`config.mk`:
```
export PLATFORM = sky130hd
export DESIGN_NAME = acc_seq_top
export DESIGN_NICKNAME = d
export VERILOG_FILES = /design/src/rtl/acc_seq_pkg.sv /design/src/rtl/acc_seq_ctrl.sv /design/src/rtl/acc_seq_mem.sv /design/src/rtl/acc_seq_alu.sv /design/src/rtl/acc_seq_top.sv
export SDC_FILE = /design/constraint.sdc
export NUM_CORES = 1
export LEC_CHECK = 0
export ABC_AREA = 1
export ABC_CLOCK_PERIOD_IN_PS = 3200
export BUFFER_PORTS_ARGS = -buffer_cell sky130_fd_sc_hd__clkbuf_2
export CORE_MARGIN = 2
export CORE_UTILIZATION = 25
export DETAILED_ROUTE_END_ITERATION = 8
export GPL_TIMING_DRIVEN = 1
export PLACE_DENSITY = 0.45
export SETUP_SLACK_MARGIN = 0.3
export SYNTH_ARGS = -nofsm -noshare
export SYNTH_HDL_FRONTEND = slang
export SYNTH_SLANG_ARGS = --single-unit
```
`constraint.sdc`:
```
create_clock -name clk -period 3.2 [get_ports clk]
set_input_delay 0.48 -clock clk [delete_from_list [all_inputs] [get_ports clk]]
set_output_delay 0.48 -clock clk [all_outputs]
set_load 0.005 [all_outputs]
```
`src/rtl/acc_seq_pkg.sv`:
```
package acc_seq_pkg;

    localparam int WORD_W  = 8;
    localparam int ADR_W   = 5;
    localparam int OPC_W   = WORD_W - ADR_W;
    localparam int STEP_W  = 4;
    localparam int NSTROBE = 10;

    localparam logic [2:0] OPC_LDA = 3'b001;
    localparam logic [2:0] OPC_ADD = 3'b010;
    localparam logic [2:0] OPC_JMP = 3'b011;

    // strobe bit positions
    localparam int SB_IR_RD  = 0;
    localparam int SB_IR_WR  = 1;
    localparam int SB_ACC_WR = 2;
    localparam int SB_B_WR   = 3;
    localparam int SB_PC_RD  = 4;
    localparam int SB_PC_WR  = 5;
    localparam int SB_PC_INC = 6;
    localparam int SB_MEM_RD = 7;
    localparam int SB_ALU_RD = 8;
    localparam int SB_FLG_WR = 9;

    typedef logic [NSTROBE-1:0] strobe_t;

    typedef enum logic [STEP_W-1:0] {
        ST_FPC   = 4'd0,
        ST_FWAIT = 4'd1,
        ST_FDATA = 4'd2,
        ST_FIR   = 4'd3,
        ST_EIR   = 4'd4,
        ST_EWAIT = 4'd5,
        ST_EDATA = 4'd6,
        ST_EACC  = 4'd7,
        ST_EB    = 4'd8,
        ST_EALU  = 4'd9,
        ST_EPC   = 4'd10
    } step_e;

    typedef enum logic {
        ALU_PASS = 1'b0,
        ALU_ADD  = 1'b1
    } alu_op_e;

    typedef struct packed {
        logic zero;
        logic carry;
    } flags_t;

    // Fixed strobe set of each micro-step.
    function automatic strobe_t step_strobes(step_e s);
        strobe_t v;
        v = '0;
        case (s)
            ST_FPC:   v[SB_PC_RD] = 1'b1;
            ST_FWAIT, ST_FDATA, ST_EWAIT, ST_EDATA:
                      v[SB_MEM_RD] = 1'b1;
            ST_FIR: begin
                v[SB_MEM_RD] = 1'b1;
                v[SB_IR_WR]  = 1'b1;
                v[SB_PC_INC] = 1'b1;
            end
            ST_EIR:   v[SB_IR_RD] = 1'b1;
            ST_EACC: begin
                v[SB_MEM_RD] = 1'b1;
                v[SB_ACC_WR] = 1'b1;
            end
            ST_EB: begin
                v[SB_MEM_RD] = 1'b1;
                v[SB_B_WR]   = 1'b1;
            end
            ST_EALU: begin
                v[SB_ALU_RD] = 1'b1;
                v[SB_ACC_WR] = 1'b1;
                v[SB_FLG_WR] = 1'b1;
            end
            ST_EPC:   v[SB_PC_WR] = 1'b1;
            default:  v = '0;
        endcase
        return v;
    endfunction

endpackage

```
`src/rtl/acc_seq_ctrl.sv`:
```
module acc_seq_ctrl
    import acc_seq_pkg::*;
#(
    parameter int OP_W = acc_seq_pkg::OPC_W
) (
    input  logic            clk,
    input  logic            rst,
    input  logic [OP_W-1:0] fetch_op,
    input  logic [OP_W-1:0] ir_op,
    output step_e           step_q,
    output strobe_t         strobes,
    output logic            mem_rd_n,
    output alu_op_e         alu_op
);

    step_e step_d;

    always_comb begin
        step_d = ST_FPC;
        case (step_q)
            ST_FPC:   step_d = ST_FWAIT;
            ST_FWAIT: step_d = ST_FDATA;
            ST_FDATA: step_d = ST_FIR;
            ST_FIR: begin
                if (fetch_op == OP_W'(OPC_LDA) || fetch_op == OP_W'(OPC_ADD) ||
                    fetch_op == OP_W'(OPC_JMP))
                    step_d = ST_EIR;
                else
                    step_d = ST_FPC;
            end
            ST_EIR:   step_d = (ir_op == OP_W'(OPC_JMP)) ? ST_EPC : ST_EWAIT;
            ST_EWAIT: step_d = ST_EDATA;
            ST_EDATA: step_d = (ir_op == OP_W'(OPC_ADD)) ? ST_EB : ST_EACC;
            ST_EB:    step_d = ST_EALU;
            default:  step_d = ST_FPC;
        endcase
    end

    always_ff @(posedge clk) begin
        if (rst) step_q <= ST_FPC;
        else     step_q <= step_d;
    end

    assign strobes  = step_strobes(step_q);
    assign mem_rd_n = !(step_q == ST_FWAIT || step_q == ST_EWAIT);
    assign alu_op   = (step_q == ST_EALU) ? ALU_ADD : ALU_PASS;

    // never more than one bus driver
    a_r2_single_driver: assert property (@(posedge clk) disable iff (rst)
        $countones({strobes[SB_IR_RD], strobes[SB_PC_RD],
                    strobes[SB_MEM_RD], strobes[SB_ALU_RD]}) <= 1);

    // the read line is low for one cycle only, memory drives next
    a_r4_wait_one_cycle: assert property (@(posedge clk) disable iff (rst)
        !mem_rd_n |=> (mem_rd_n && strobes[SB_MEM_RD]));

endmodule

```
`src/rtl/acc_seq_mem.sv`:
```
module acc_seq_mem #(
    parameter int DATA_W = acc_seq_pkg::WORD_W,
    parameter int ADDR_W = acc_seq_pkg::ADR_W
) (
    input  logic              clk,
    input  logic              rst,
    input  logic              prog_we,
    input  logic [ADDR_W-1:0] prog_addr,
    input  logic [DATA_W-1:0] prog_data,
    input  logic [ADDR_W-1:0] addr,
    input  logic              rd_n,
    output logic [DATA_W-1:0] rdata
);

    localparam int DEPTH = 1 << ADDR_W;

    logic [DATA_W-1:0] arr [DEPTH];

    always_ff @(posedge clk) begin
        if (prog_we) arr[prog_addr] <= prog_data;
    end

    // The word is captured during the low phase of the read line and is
    // valid on the output once the line is high again.
    always_ff @(posedge clk) begin
        if (rst)        rdata <= '0;
        else if (!rd_n) rdata <= arr[addr];
    end

    // the output word only moves after a read-line low cycle
    a_r4_data_after_strobe: assert property (@(posedge clk) disable iff (rst)
        !$stable(rdata) |-> $past(!rd_n));

endmodule

```
`src/rtl/acc_seq_alu.sv`:
```
module acc_seq_alu
    import acc_seq_pkg::*;
#(
    parameter int DATA_W = acc_seq_pkg::WORD_W
) (
    input  alu_op_e           op,
    input  logic [DATA_W-1:0] a,
    input  logic [DATA_W-1:0] b,
    output logic [DATA_W-1:0] result,
    output flags_t            flags
);

    logic [DATA_W:0] sum;

    always_comb begin
        sum = {1'b0, a} + {1'b0, b};
        if (op == ALU_ADD) begin
            result      = sum[DATA_W-1:0];
            flags.carry = sum[DATA_W];
        end else begin
            result      = a;
            flags.carry = 1'b0;
        end
        flags.zero = (result == '0);
    end

endmodule

```
`src/rtl/acc_seq_top.sv`:
```
module acc_seq_top
    import acc_seq_pkg::*;
#(
    parameter int DATA_W = acc_seq_pkg::WORD_W,
    parameter int ADDR_W = acc_seq_pkg::ADR_W
) (
    input  logic                 clk,
    input  logic                 rst,
    input  logic                 prog_we,
    input  logic [ADDR_W-1:0]    prog_addr,
    input  logic [DATA_W-1:0]    prog_data,
    output logic [DATA_W-1:0]    data_bus,
    output logic [ADDR_W-1:0]    addr_bus,
    output logic                 mem_rd_n,
    output logic [DATA_W-1:0]    acc_out,
    output logic [ADDR_W-1:0]    pc_out,
    output logic                 zero_flag,
    output logic                 carry_flag,
    output logic [STEP_W-1:0]    dbg_step,
    output logic [NSTROBE-1:0]   dbg_strobe
);

    localparam int OP_W  = DATA_W - ADDR_W;
    localparam int PAD_W = DATA_W - ADDR_W;

    step_e             step_q;
    strobe_t           strobes;
    alu_op_e           alu_op;
    flags_t            alu_flags;
    flags_t            flags_q;
    logic [DATA_W-1:0] ir_q, acc_q, b_q, mem_rdata, alu_result, bus;
    logic [ADDR_W-1:0] pc_q, addr_q;

    acc_seq_ctrl #(.OP_W(OP_W)) u_ctrl (
        .clk      (clk),
        .rst      (rst),
        .fetch_op (bus[DATA_W-1 -: OP_W]),
        .ir_op    (ir_q[DATA_W-1 -: OP_W]),
        .step_q   (step_q),
        .strobes  (strobes),
        .mem_rd_n (mem_rd_n),
        .alu_op   (alu_op)
    );

    acc_seq_mem #(.DATA_W(DATA_W), .ADDR_W(ADDR_W)) u_mem (
        .clk       (clk),
        .rst       (rst),
        .prog_we   (prog_we),
        .prog_addr (prog_addr),
        .prog_data (prog_data),
        .addr      (addr_q),
        .rd_n      (mem_rd_n),
        .rdata     (mem_rdata)
    );

    acc_seq_alu #(.DATA_W(DATA_W)) u_alu (
        .op     (alu_op),
        .a      (acc_q),
        .b      (b_q),
        .result (alu_result),
        .flags  (alu_flags)
    );

    // shared bus: the single active driver wins, idle bus reads zero
    always_comb begin
        bus = '0;
        if (strobes[SB_IR_RD])       bus = {{PAD_W{1'b0}}, ir_q[ADDR_W-1:0]};
        else if (strobes[SB_PC_RD])  bus = {{PAD_W{1'b0}}, pc_q};
        else if (strobes[SB_MEM_RD]) bus = mem_rdata;
        else if (strobes[SB_ALU_RD]) bus = alu_result;
    end

    always_ff @(posedge clk) begin
        if (rst) begin
            ir_q    <= '0;
            acc_q   <= '0;
            b_q     <= '0;
            pc_q    <= '0;
            addr_q  <= '0;
            flags_q <= '0;
        end else begin
            if (strobes[SB_IR_WR])  ir_q  <= bus;
            if (strobes[SB_ACC_WR]) acc_q <= bus;
            if (strobes[SB_B_WR])   b_q   <= bus;
            if (strobes[SB_PC_RD] || strobes[SB_IR_RD])
                addr_q <= bus[ADDR_W-1:0];
            if (strobes[SB_PC_WR])       pc_q <= addr_q;
            else if (strobes[SB_PC_INC]) pc_q <= pc_q + ADDR_W'(1);
            if (strobes[SB_FLG_WR]) flags_q <= alu_flags;
        end
    end

    assign data_bus   = bus;
    assign addr_bus   = addr_q;
    assign acc_out    = acc_q;
    assign pc_out     = pc_q;
    assign zero_flag  = flags_q.zero;
    assign carry_flag = flags_q.carry;
    assign dbg_step   = step_q;
    assign dbg_strobe = strobes;

    // fetch's last step advances the PC by one, modulo the address space
    a_r3_fetch_advances_pc: assert property (@(posedge clk) disable iff (rst)
        (step_q == ST_FIR) |=> (pc_q == $past(pc_q) + ADDR_W'(1)));

    // a jump lands on the operand held in the instruction register
    a_r8_jump_target: assert property (@(posedge clk) disable iff (rst)
        (step_q == ST_EPC) |=> (pc_q == $past(ir_q[ADDR_W-1:0])));

    // flag loads only ever occur under an add instruction
    a_r7_flags_only_on_add: assert property (@(posedge clk) disable iff (rst)
        strobes[SB_FLG_WR] |-> (ir_q[DATA_W-1 -: OP_W] == OP_W'(OPC_ADD)));

    // a load step leaves the flags untouched
    a_r7_load_keeps_flags: assert property (@(posedge clk) disable iff (rst)
        (step_q == ST_EACC) |=> $stable(flags_q));

endmodule

```
==> results.txt <==
----------------------------------------------------
[Power and ir drop]
  Worst-case vdd ir drop ... between 0.2 and 0.3 mV
  Pleak ... ~5.7 nW
  Total power divided by cell area ... ~610 nW/um2
  Share of power burned in registers ... between 40 and 50%
  Switching part of the total power ... about a quarter
  Clock network fraction of total power ... between 40% and 50%
  Fraction of power consumed by combinational cells ... about 11%
  Net switching power ... about 0.0024 W
  Internal power component ... a little under 0.007 W

[Synth]
  Post-synthesis register bit count ... around 300
  Number of warnings printed during yosys synthesis ... 0
  Share of the yosys chip area belonging to registers ... approximately two thirds
  Main synth FF type ... sky130_fd_sc_hd__edfxtp_1
  Count of flip-flops with a built-in enable after synthesis ... ~260
  Area share of the largest cell type after synthesis ... between 50 and 60%
  Yosys top cell by area ... sky130_fd_sc_hd__edfxtp_1
  Largest cells by area after synthesis ... sky130_fd_sc_hd__edfxtp_1 60%, sky130_fd_sc_hd__nand2_1 11%, sky130_fd_sc_hd__nand3_1 8.5%
  Netlist cell types ... 35
  Nets in the synthesized netlist ... between 1k and 1.5k
  Gate count of the mapped netlist ... between 1k and 1.5k
  Mapped Avg Cell Area ... roughly 10 um2
  Async SR Flop Fraction ... 0%
  Total standard cell area after synthesis ... 12900 um2

[STA]
  Final hold violation count ... 0
  Final worst clock skew ... between 0.02 and 0.025 ns
  Period Utilization, post-route ... 87.45%
  Sum of negative setup slack ... 0 ns
  RSZ-0062 raised after global routing ... true
  Max Clock Freq ... roughly 0.36 GHz
  Finish-stage setup viols ... 0
  Final critical delay including setup and external delays ... about 2.8 ns
  Slew at the pin closest to its max-slew limit ... between 0.9 and 1 ns
  Max-slew violations ... 0
  Worst hold slack after final layout ... 0.3721 ns
  Worst-case headroom to the max-slew limit ... between 30% and 40%

[Routing]
  Total met2 wirelength after detailed routing ... 15880 um
  Top metal layer carrying routed signals ... met4
  Routed Wire Length ... approximately 36000 um
  Iter 0 DRT Violations ... between 600 and 700
  Routed length per placed instance ... ~18 um
  Wire length on met1 ... 17470 um
  Vias per cell ... about 4.5
  DR vias ... around 9.0k
  DRC Markers ... 0
  Total met3 wirelength after detailed routing ... 1576 um
  Drt first pass iters ... 5
  Routed Antenna Nets ... 0

[Die]
  Site Rows ... slightly above 80
  Effective utilization at floorplan ... between 20% and 30%
  X dimension of the die ... between 200 and 250 um
  Area of the die ... approximately 53000 um2
  Area inside the core boundary ... 51200 um2
  Number of primary I/O pins ... between 50 and 60
  Die Y-Extent ... 231.1 um

[Clock tree]
  Number of buffers on the longest clock path ... 3
  Clock root cell ... sky130_fd_sc_hd__clkbuf_16
  CTS HTree Levels ... 2
  Hold_buf cts ... 0
  CTS sink count ... ~300
  Total clock buffers created by CTS ... 35
  Insertion delay of the later-clocked pin in the worst-skew pair ... 0.53 ns
  Clock slew at reported path FFs ... around 0.06 ns
  Clock tree from TritonCTS ... yes

[Worst setup path]
  Crit. End Element ... output pin
  Critical Path Slowest Stage Cell ... sky130_fd_sc_hd__fa_1
  Critical path launch point type ... flip-flop
  Setup CP Type ... reg2out
  Worst reg2reg setup slack ... 0.97 ns
  Critical path arrival ... roughly 2.3 ns
  Largest stage delay on the critical path ... roughly 0.42 ns
  Required @ worst endpoint ... roughly 2.7 ns
  Maximum fanout along the worst path ... 3
  Critical Path, Cell by Cell ... ha_1 -> fa_1 -> nand3_1 -> nand3b_1 -> nand3_1 -> nand2_1 -> a211oi_4 -> inv_1 -> clkbuf_2
  Most Frequent Cell on Critical Path ... sky130_fd_sc_hd__nand3_1

[Global route]
  Antenna violations before repair ... 0
  First-pass GRT wire length ... between 50000 and 60000 um
  Total Routing Usage GR ... between 10% and 20%
  Overflow left after global routing ... 0
  Vias in the first global route ... around 8.8k
  Pin count of the biggest net entering global routing ... 140

[Job]
  Max_cap viols ... 0

[Place]
  Port Buf Inserts ... 58
  Sum of net half-perimeters after detailed placement ... 21410 um
  Routability-driven placement congestion ratio ... ~0.84

[Layout]
  Number of inserted diodes ... 0
  Fraction of final layout cells sized beyond drive strength 1 ... 12.31%
  Layout overhead on the synthesized area ... 17.17%
  Share of the core filled with cells in the final layout ... approximately 30%
  Filler cells ... ~5.3k
  Nets ... around 1.3k

[Run status]
  Run status ... finished clean

[Hold path]
  Worst min-delay path category ... in2reg

----------------------------------------------------
[area by class of cell]
type,instances,area (um2),area share (%)
flip-flops and latches,304,8655,57.26
multi-input cells,804,3685,24.38
clock buffers,44,909.6,6.019
well taps,680,850.8,5.630
repair buffers,91,588.1,3.891
inverters,72,274.0,1.813
clock inverters,17,151.4,1.002
[sequential cells by signal (all words and copies together) (netlist names)]
signal         flops
u_mem.arr        256
acc_out            8
b_q                8
ir_q               8
u_mem.rdata        8
addr_bus           5
pc_out             5
u_ctrl.step_q      4
carry_flag         1
zero_flag          1
[critical path, delay by kind of cell (launching register included)]
kind,cells,cell delay (ns)
AOI/OAI and AO/OA,1,0.25
DFF,1,0.32
adders and majority gates,2,0.65
buffers and inverters,2,0.18
and+or+nand+nor,4,0.39
[cell usage after synthesis (2+ instances only)]
| cell type | instances |
|---|---|
| sky130_fd_sc_hd__a21oi_1 | 54 |
| sky130_fd_sc_hd__edfxtp_1 | 256 |
| sky130_fd_sc_hd__nor2_1 | 67 |
| sky130_fd_sc_hd__nand4_1 | 3 |
| sky130_fd_sc_hd__nor2_4 | 2 |
| sky130_fd_sc_hd__nand3_1 | 218 |
| sky130_fd_sc_hd__a31oi_1 | 4 |
| sky130_fd_sc_hd__buf_4 | 5 |
| sky130_fd_sc_hd__inv_1 | 63 |
| sky130_fd_sc_hd__nand3b_1 | 2 |
| sky130_fd_sc_hd__o21bai_1 | 3 |
| sky130_fd_sc_hd__nand2_2 | 3 |
| sky130_fd_sc_hd__dfxtp_1 | 48 |
| sky130_fd_sc_hd__buf_2 | 32 |
| sky130_fd_sc_hd__inv_2 | 7 |
| sky130_fd_sc_hd__nand2_1 | 361 |
| sky130_fd_sc_hd__xor2_1 | 2 |
| sky130_fd_sc_hd__buf_1 | 8 |
| sky130_fd_sc_hd__nor2_2 | 3 |
| sky130_fd_sc_hd__ha_1 | 9 |
| sky130_fd_sc_hd__o22ai_1 | 2 |
| sky130_fd_sc_hd__o21ai_0 | 59 |
| sky130_fd_sc_hd__o21ai_2 | 3 |
| sky130_fd_sc_hd__clkbuf_1 | 20 |
[what timing repair did]
action | 4_1_cts | 5_1_grt
setup buffers | 0 | 4
gates resized for setup | 0 | 3
endpoints found under the setup margin | 0 | 4
[layer usage]
metal  global-route usage (%)  vias to the layer above
li1                         -                     4395
met1                    18.74                     4398
met2                    20.94                      191
met3                    2.424                       48
met4                    3.488                        0
met5                        0                        -
[per-stage QoR]
stage | std cells | cell area, um2 | power (W) | worst slack [ns]
2_1_floorplan | 1245 | 12900 | 0.005062 | 1.149
3_3_place_gp | 1947 | 14010 | 0.005487 | 0.9086
3_5_place_dp | 1947 | 14010 | 0.005493 | 0.9049
4_1_cts | 2008 | 15070 | 0.009339 | 0.3320
5_1_grt | 2012 | 15110 | 0.009602 | 0.2808
6_report | 2012 | 15110 | 0.009217 | 0.4016
[power groups by stage]
| stage | registers (W) | logic (W) | clock network (W) |
|---|---|---|---|
| 2_1_floorplan | 0.00446 | 0.000598 | 0 |
| 3_3_place_gp | 0.00448 | 0.00101 | 0 |
| 3_5_place_dp | 0.00448 | 0.00102 | 0 |
| 4_1_cts | 0.00439 | 0.00102 | 0.00393 |
| 5_1_grt | 0.00440 | 0.00113 | 0.00407 |
| 6_report | 0.00439 | 0.00101 | 0.00381 |
[final timing paths]
check	start	to	cells past startpoint
hold reg to reg	zero_flag	zero_flag	2
setup / recovery	acc_out[0]	data_bus[4]	9
hold / removal	rst	zero_flag	2
setup reg to reg	addr_bus[0]	u_mem.rdata[3]	10
[kinds of logic (layout without fill, tap and decap cells)]
family	count (synthesis)	in the layout	share of synthesized area (%)
DFF	304	304	67.05
buffers and inverters	137	224	4.462
adders and majority gates	10	10	1.028
xor gates and xnor gates	2	2	0.1358
AOI/OAI and AO/OA	128	128	5.345
and+or+nand+nor	664	664	21.98
[cell usage in the layout, fill, tap and decap left out, types with 9 or more instances in the layout]
master / Yosys / final
sky130_fd_sc_hd__nand2_1: 361 / 360
sky130_fd_sc_hd__edfxtp_1: 256 / 256
sky130_fd_sc_hd__nand3_1: 218 / 218
sky130_fd_sc_hd__nor2_1: 67 / 67
sky130_fd_sc_hd__inv_1: 63 / 61
sky130_fd_sc_hd__o21ai_0: 59 / 59
sky130_fd_sc_hd__clkbuf_2: 0 / 58
sky130_fd_sc_hd__a21oi_1: 54 / 54
sky130_fd_sc_hd__dfxtp_1: 48 / 45
sky130_fd_sc_hd__clkbuf_16: 0 / 35
sky130_fd_sc_hd__buf_4: 5 / 29
sky130_fd_sc_hd__clkinv_1: 1 / 9
sky130_fd_sc_hd__ha_1: 9 / 9
sky130_fd_sc_hd__clkbuf_1: 20 / 9
(Power assumes the default switching activity.)
